$ cat config.mk
export PLATFORM = sky130hd
export DESIGN_NAME = pci_pm_wake
export DESIGN_NICKNAME = d
export VERILOG_FILES = /design/src/rtl/pm_pkg.sv /design/src/rtl/pm_rst_sync.sv /design/src/rtl/pm_wake_detect.sv /design/src/rtl/pm_csr.sv /design/src/rtl/pci_pm_wake.sv
export SDC_FILE = /design/constraint.sdc
export NUM_CORES = 1
export LEC_CHECK = 0
export ABC_CLOCK_PERIOD_IN_PS = 1000
export BUFFER_PORTS_ARGS = -buffer_cell sky130_fd_sc_hd__buf_2
export CAP_MARGIN = 20
export CORE_UTILIZATION = 39
export CTS_CLUSTER_DIAMETER = 80
export CTS_CLUSTER_SIZE = 28
export DETAILED_ROUTE_END_ITERATION = 12
export PLACE_DENSITY = 0.75
export RECOVER_POWER = 100
export SYNTH_ARGS = -nofsm -noshare
export SYNTH_HDL_FRONTEND = slang
export SYNTH_SLANG_ARGS = --single-unit
$ cat constraint.sdc
create_clock -name clk -period 1 [get_ports clk]
set_clock_uncertainty 0.2 [all_clocks]
set_input_delay 0.15 -clock clk [delete_from_list [all_inputs] [get_ports clk]]
set_output_delay 0.15 -clock clk [all_outputs]
set_load 0.05 [all_outputs]
$ cat src/rtl/pm_pkg.sv
package pm_pkg;
  typedef enum logic [1:0] {
    PS_D0 = 2'b00,
    PS_D1 = 2'b01,
    PS_D2 = 2'b10,
    PS_D3 = 2'b11
  } pstate_e;

  localparam int REG_W      = 16;
  localparam int BIT_PME_EN = 8;
  localparam int BIT_PME_ST = 15;
endpackage

$ cat src/rtl/pm_rst_sync.sv
module pm_rst_sync #(
  parameter int STAGES = 2
) (
  input  logic clk,
  input  logic arst_n,
  output logic srst_n
);
  logic [STAGES-1:0] chain_q, chain_d;

  always_comb chain_d = {chain_q[STAGES-2:0], 1'b1};

  always_ff @(posedge clk or negedge arst_n) begin
    if (!arst_n) chain_q <= '0;
    else         chain_q <= chain_d;
  end

  assign srst_n = chain_q[STAGES-1];
endmodule

$ cat src/rtl/pm_wake_detect.sv
module pm_wake_detect #(
  parameter int NUM_PINS    = 2,
  parameter int SYNC_STAGES = 2
) (
  input  logic                clk,
  input  logic                rst_n,
  input  logic [NUM_PINS-1:0] pin_i,
  input  logic [NUM_PINS-1:0] arm_i,
  output logic                wake_o
);
  localparam int FILL   = SYNC_STAGES + 1;
  localparam int CNT_W  = $clog2(FILL + 1);

  logic [NUM_PINS-1:0] level, prev_q, toggled;
  logic [CNT_W-1:0]    fill_q, fill_d;
  logic                primed;

  genvar g;
  generate
    for (g = 0; g < NUM_PINS; g++) begin : g_pin
      logic [SYNC_STAGES-1:0] sync_q, sync_d;
      always_comb sync_d = {sync_q[SYNC_STAGES-2:0], pin_i[g]};
      always_ff @(posedge clk or negedge rst_n) begin
        if (!rst_n) sync_q <= '0;
        else        sync_q <= sync_d;
      end
      assign level[g] = sync_q[SYNC_STAGES-1];
    end
  endgenerate

  always_ff @(posedge clk or negedge rst_n) begin
    if (!rst_n) prev_q <= '0;
    else        prev_q <= level;
  end

  assign primed = (fill_q == CNT_W'(FILL));

  always_comb begin
    fill_d = fill_q;
    if (!primed) fill_d = fill_q + 1'b1;
  end

  always_ff @(posedge clk or negedge rst_n) begin
    if (!rst_n) fill_q <= '0;
    else        fill_q <= fill_d;
  end

  assign toggled = level ^ prev_q;
  assign wake_o  = primed & (|(toggled & arm_i));

  // an unarmed pin set cannot produce a wake
  assert_unarmed_silent_R6: assert property (@(posedge clk) disable iff (!rst_n)
    (arm_i == '0) |-> !wake_o);
endmodule

$ cat src/rtl/pm_csr.sv
module pm_csr
  import pm_pkg::*;
(
  input  logic             clk,
  input  logic             fn_rst_n,
  input  logic             por_rst_n,
  input  logic             cfg_wr,
  input  logic [REG_W-1:0] cfg_wdata,
  input  logic             wake_i,
  output logic [REG_W-1:0] cfg_rdata,
  output logic             irq_en,
  output logic             bar_en,
  output logic             pme_n
);
  pstate_e state_q, state_d;
  logic    pme_en_q, pme_en_d;
  logic    pme_st_q, pme_st_d;
  logic    w1c;

  assign w1c = cfg_wr & cfg_wdata[BIT_PME_ST];

  always_comb begin
    state_d  = state_q;
    pme_en_d = pme_en_q;
    if (cfg_wr) begin
      pme_en_d = cfg_wdata[BIT_PME_EN];
      if (cfg_wdata[1:0] != PS_D1) state_d = pstate_e'(cfg_wdata[1:0]);
    end
  end

  // a wake in the same cycle as a clear wins, so no event is lost
  always_comb pme_st_d = (pme_st_q & ~w1c) | (pme_en_q & wake_i);

  always_ff @(posedge clk or negedge fn_rst_n) begin
    if (!fn_rst_n) begin
      state_q  <= PS_D0;
      pme_en_q <= 1'b0;
    end else begin
      state_q  <= state_d;
      pme_en_q <= pme_en_d;
    end
  end

  always_ff @(posedge clk or negedge por_rst_n) begin
    if (!por_rst_n) pme_st_q <= 1'b0;
    else            pme_st_q <= pme_st_d;
  end

  always_comb begin
    cfg_rdata             = '0;
    cfg_rdata[1:0]        = state_q;
    cfg_rdata[BIT_PME_EN] = pme_en_q;
    cfg_rdata[BIT_PME_ST] = pme_st_q;
  end

  assign irq_en = (state_q == PS_D0);
  assign bar_en = (state_q == PS_D0);
  assign pme_n  = ~pme_st_q;

  assert_lowpwr_gates_R2: assert property (@(posedge clk) disable iff (!fn_rst_n)
    (cfg_wr && cfg_wdata[1]) |=> (!bar_en && !irq_en));

  assert_d1_ignored_R3: assert property (@(posedge clk) disable iff (!fn_rst_n)
    (cfg_wr && cfg_wdata[1:0] == 2'b01) |=> $stable(cfg_rdata[1:0]));

  assert_sticky_R7: assert property (@(posedge clk) disable iff (!por_rst_n || !fn_rst_n)
    (!pme_n && !(cfg_wr && cfg_wdata[BIT_PME_ST])) |=> !pme_n);

  assert_no_set_disabled_R6: assert property (@(posedge clk) disable iff (!por_rst_n || !fn_rst_n)
    (pme_n && !cfg_rdata[BIT_PME_EN]) |=> pme_n);

  assert_wake_keeps_state_R10: assert property (@(posedge clk) disable iff (!fn_rst_n)
    !cfg_wr |=> $stable(cfg_rdata[1:0]));
endmodule

$ cat src/rtl/pci_pm_wake.sv
module pci_pm_wake
  import pm_pkg::*;
#(
  parameter int NUM_PINS    = 2,
  parameter int SYNC_STAGES = 2
) (
  input  logic                clk,
  input  logic                por_n,
  input  logic                rst_n,
  input  logic                cfg_wr,
  input  logic [REG_W-1:0]    cfg_wdata,
  output logic [REG_W-1:0]    cfg_rdata,
  input  logic [NUM_PINS-1:0] mio_in,
  input  logic [NUM_PINS-1:0] wake_arm,
  output logic                irq_en,
  output logic                bar_en,
  output logic                pme_n
);
  logic por_s_n, fn_s_n, wake;

  pm_rst_sync #(.STAGES(2)) u_por_sync (.clk(clk), .arst_n(por_n), .srst_n(por_s_n));
  pm_rst_sync #(.STAGES(2)) u_fn_sync  (.clk(clk), .arst_n(rst_n & por_n), .srst_n(fn_s_n));

  pm_wake_detect #(.NUM_PINS(NUM_PINS), .SYNC_STAGES(SYNC_STAGES)) u_wake (
    .clk(clk), .rst_n(fn_s_n), .pin_i(mio_in), .arm_i(wake_arm), .wake_o(wake)
  );

  pm_csr u_csr (
    .clk(clk), .fn_rst_n(fn_s_n), .por_rst_n(por_s_n),
    .cfg_wr(cfg_wr), .cfg_wdata(cfg_wdata), .wake_i(wake),
    .cfg_rdata(cfg_rdata), .irq_en(irq_en), .bar_en(bar_en), .pme_n(pme_n)
  );
endmodule

==> results by group <==
CTS
  • CTS Root Cell: clkbuf_4
  • Clock-pin slew on the worst setup and hold paths: 0.09 ns
  • Worst-skew pair later-pin latency: 0.28 ns
  • Number of buffers created by CTS: 3
  • CTS Sinks: 16
  • H-Tree Depth: 1
  • Clock tree from TritonCTS: built
  • Number of buffers between clock root and the deepest sink: 2

Floorplanning
  • Horizontal die dimension: roughly 43 um
  • Area of the die: 1836 um2
  • I/O pin cnt: 43
  • Number of placement rows: 14
  • Die height: about 43 um
  • Starting Density: between 40% and 50%
  • Core area: approximately 1500 um2

GRT
  • Global route hottest layer: met2
  • Via count of the first global-routing pass: between 400 and 500
  • Remaining global-route overflow: 0
  • Number of antenna violations at the first check in global routing: 0
  • Pin count of the biggest net entering global routing: 10
  • Met3 track utilization from global routing: 2.553%
  • Global-route usage over all layers: about an eighth
  • Met1 Usage GRT: 12.43%
  • Global routing usage on met2: a little under a quarter
  • Global-route wire length before repair: 1.656 mm

Placed design
  • Detail Placement HPWL: 710.1 um
  • DP Worst Slack: -0.1958 ns
  • Post-place instance area: 734.5 um2
  • GP Congestion: 0.6169
  • PortBufs: 18

Power
  • PwrDens: 1684 nW/um2
  • VDD IR max: approximately 1.1 mV
  • Static Leak: ~0.00047 uW

Setup path
  • Destination of the worst register-to-register timing path: u_wake.fill_q[1]
  • Kind of launch point of the worst setup path: flop
  • Length in cells of the worst reg-to-reg path: 2
  • Data required, critical path: between 0.6 and 0.7 ns
  • Crit path arrival time: 1.00 ns
  • Setup slack of the most critical reg-to-reg path: -0.23 ns
  • Crit path capture: irq_en
  • Crit Path Category: flop to primary output
  • Launching element of the worst setup path: u_csr.state_q[1]
  • Kind of end point of the critical path: primary output
  • Source of the worst register-to-register timing path: u_wake.fill_q[1]
  • Maximum fanout encountered on the critical timing path: 2

STA
  • Slew Viols, Final: 0
  • RSZ-0062 raised after global routing: true
  • TNS Setup: -2.850 ns
  • Hold Violations, Final: 8
  • Worst-case setup margin in the final layout: -0.3481 ns
  • Post-layout minimum cycle time: between 1 and 1.5 ns
  • Post-Route Hold Slack: -0.1328 ns
  • Final Cycle Share: 134.8%
  • Final count of negative-setup-slack endpoints: 13
  • Max Clk Rate: 741.8 MHz

Synthesis
  • Leading area contributor after synthesis: dfrtp_1
  • Synth Area per Inst: ~13 um2
  • Synthesized instance count: between 50 and 60
  • Leading cell types by total area after synthesis: dfrtp_1, buf_4, xor2_1, mux2_4, ha_1
  • Count of flip-flops with a built-in enable after synthesis: 0
  • Flops & latches, synth: 16
  • Sequential element share of the synthesized area: between 60% and 70%
  • Yosys cell types: 16
  • Count leader, synth: dfrtp_1
  • Portion of synthesized cell area occupied by the leading cell type: roughly 60%
  • Async set-or-reset flop fraction in the synthesized netlist: 100.0%
  • Top cells by instance count after synthesis: dfrtp_1, buf_4, nand2_1
  • Synth Flop Type: dfrtp_1
  • Summed instance area of the synthesized netlist: 650.6 um2
  • Warnings from Yosys: 0

Routing
  • Count of unresolved DRC violations after routing: 0
  • Total number of vias: roughly 440
  • DRT Wirelength: between 1 and 1.5 mm
  • Length of the first detailed-routing pass in iterations: 2
  • Number of violations reported at the end of detailed-routing iteration 0: 1
  • Antenna-violating nets left: 0
  • Per-cell via count in the routed design: roughly 4.2
  • Routed WL per cell: around 11 um

Status
  • Status: finished with violations
  • Violated checks: hold timing, setup timing

Job
  • Max-cap violation count: 0

Finish
  • Area growth from synthesis to final layout: 47.12%
  • Layout Cell Area excl Fill: ~960 um2
  • Share of cells above drive strength 1: between 40 and 50%
  • Number of inserted diodes: 0
  • Layout Nets: 114

Hold path
  • Type of the most critical hold path: flop to asynchronous set/reset pin
cell families (layout without fill, tap and decap cells):
family          after synthesis  in the layout  share of synthesized area, %
flops                        16             16                         61.54
compound gates                3              3                         2.885
buf+inv                      17             41                         18.46
fa+ha+maj                     1              1                         1.923
mux                           2              2                         4.038
other cells                   2             14                         1.154
xor+xnor                      3              3                         4.039
simple gates                  8              8                         5.960
cell type report:
| class | instances | area, um2 |
|---|---|---|
| clock buffers | 4 | 36.28 |
| fillers | 129 | 566.8 |
| inverters | 2 | 11.26 |
| multi-input cells | 31 | 202.7 |
| flip-flops and latches | 16 | 402.9 |
| well taps | 16 | 20.02 |
| repair buffers | 35 | 284.0 |
metal layers:
metal  vias to the layer above  wire length [um]
met1                       210               416
met4                         0                 9
met3                         2                50
met2                        19               616
met5                         -                 0
li1                        208                 -
per-stage QoR:
stage / instances / hold WS, ns / utilization, % / total power (uW)
4_1_cts: 101 / -0.1287 / 60.92 / 1612
3_3_place_gp: 85 / -0.2591 / 48.19 / 1101
6_report: 104 / -0.1328 / 62.81 / 1611
5_1_grt: 104 / -0.1239 / 62.81 / 1687
3_5_place_dp: 85 / -0.2572 / 48.19 / 1106
2_1_floorplan: 64 / -0.3456 / - / 1093
worst min path at each step:
| stage | depth (start not counted) | startpoint | end | slack (ns) |
|---|---|---|---|---|
| floorplan | 0 | por_n | u_por_sync.chain_q[0] | -0.35 |
| global placement | 1 | por_n | u_por_sync.chain_q[0] | -0.26 |
| CTS | 0 | u_fn_sync.chain_q[1] | u_csr.pme_en_q | -0.13 |
| detailed placement | 1 | por_n | u_por_sync.chain_q[0] | -0.26 |
| finish | 0 | u_fn_sync.chain_q[1] | u_csr.pme_en_q | -0.13 |
| global route | 0 | u_fn_sync.chain_q[1] | u_csr.state_q[0] | -0.12 |
power by group:
part	internal [uW]	switching [uW]
Sequential	690	36.8
Combinational	158	312
Clock	221	193
Total	1070	542
sequential cells by signal (all words and copies together) (netlist names):
name and count:
u_wake.g_pin.sync_q 4, u_csr.state_q 2, u_fn_sync.chain_q 2, u_por_sync.chain_q 2, u_wake.fill_q 2, u_wake.prev_q 2, u_csr.pme_en_q 1, u_csr.pme_st_q 1
layout by cell type, fill, tap and decap left out, types with 2 or more instances in the layout:
cell,Yosys,final
nand2_1,3,3
dlygate4sd3_1,0,10
buf_2,0,11
conb_1,2,14
buf_4,15,4
dfrtp_1,16,14
dfrtp_2,0,2
xor2_1,2,2
a21oi_1,2,2
nand4_1,2,2
clkbuf_4,0,3
buf_6,0,8
repair_timing:
action / 4_1_cts / 5_1_grt
setup buffers: 3 / 2
endpoints found under the setup margin: 10 / 12
gates cloned: 0 / 0
hold buffers: 9 / 1
resized for setup: 13 / 2
pin swaps: 1 / 1
hold endpoints to repair: 14 / 8
critical path, stage by stage (launching register included):
cell and delay, ns:
dfrtp_2 0.43, nor2_4 0.13, buf_6 0.16
No activity file was read; power rests on OpenSTA's default activity.
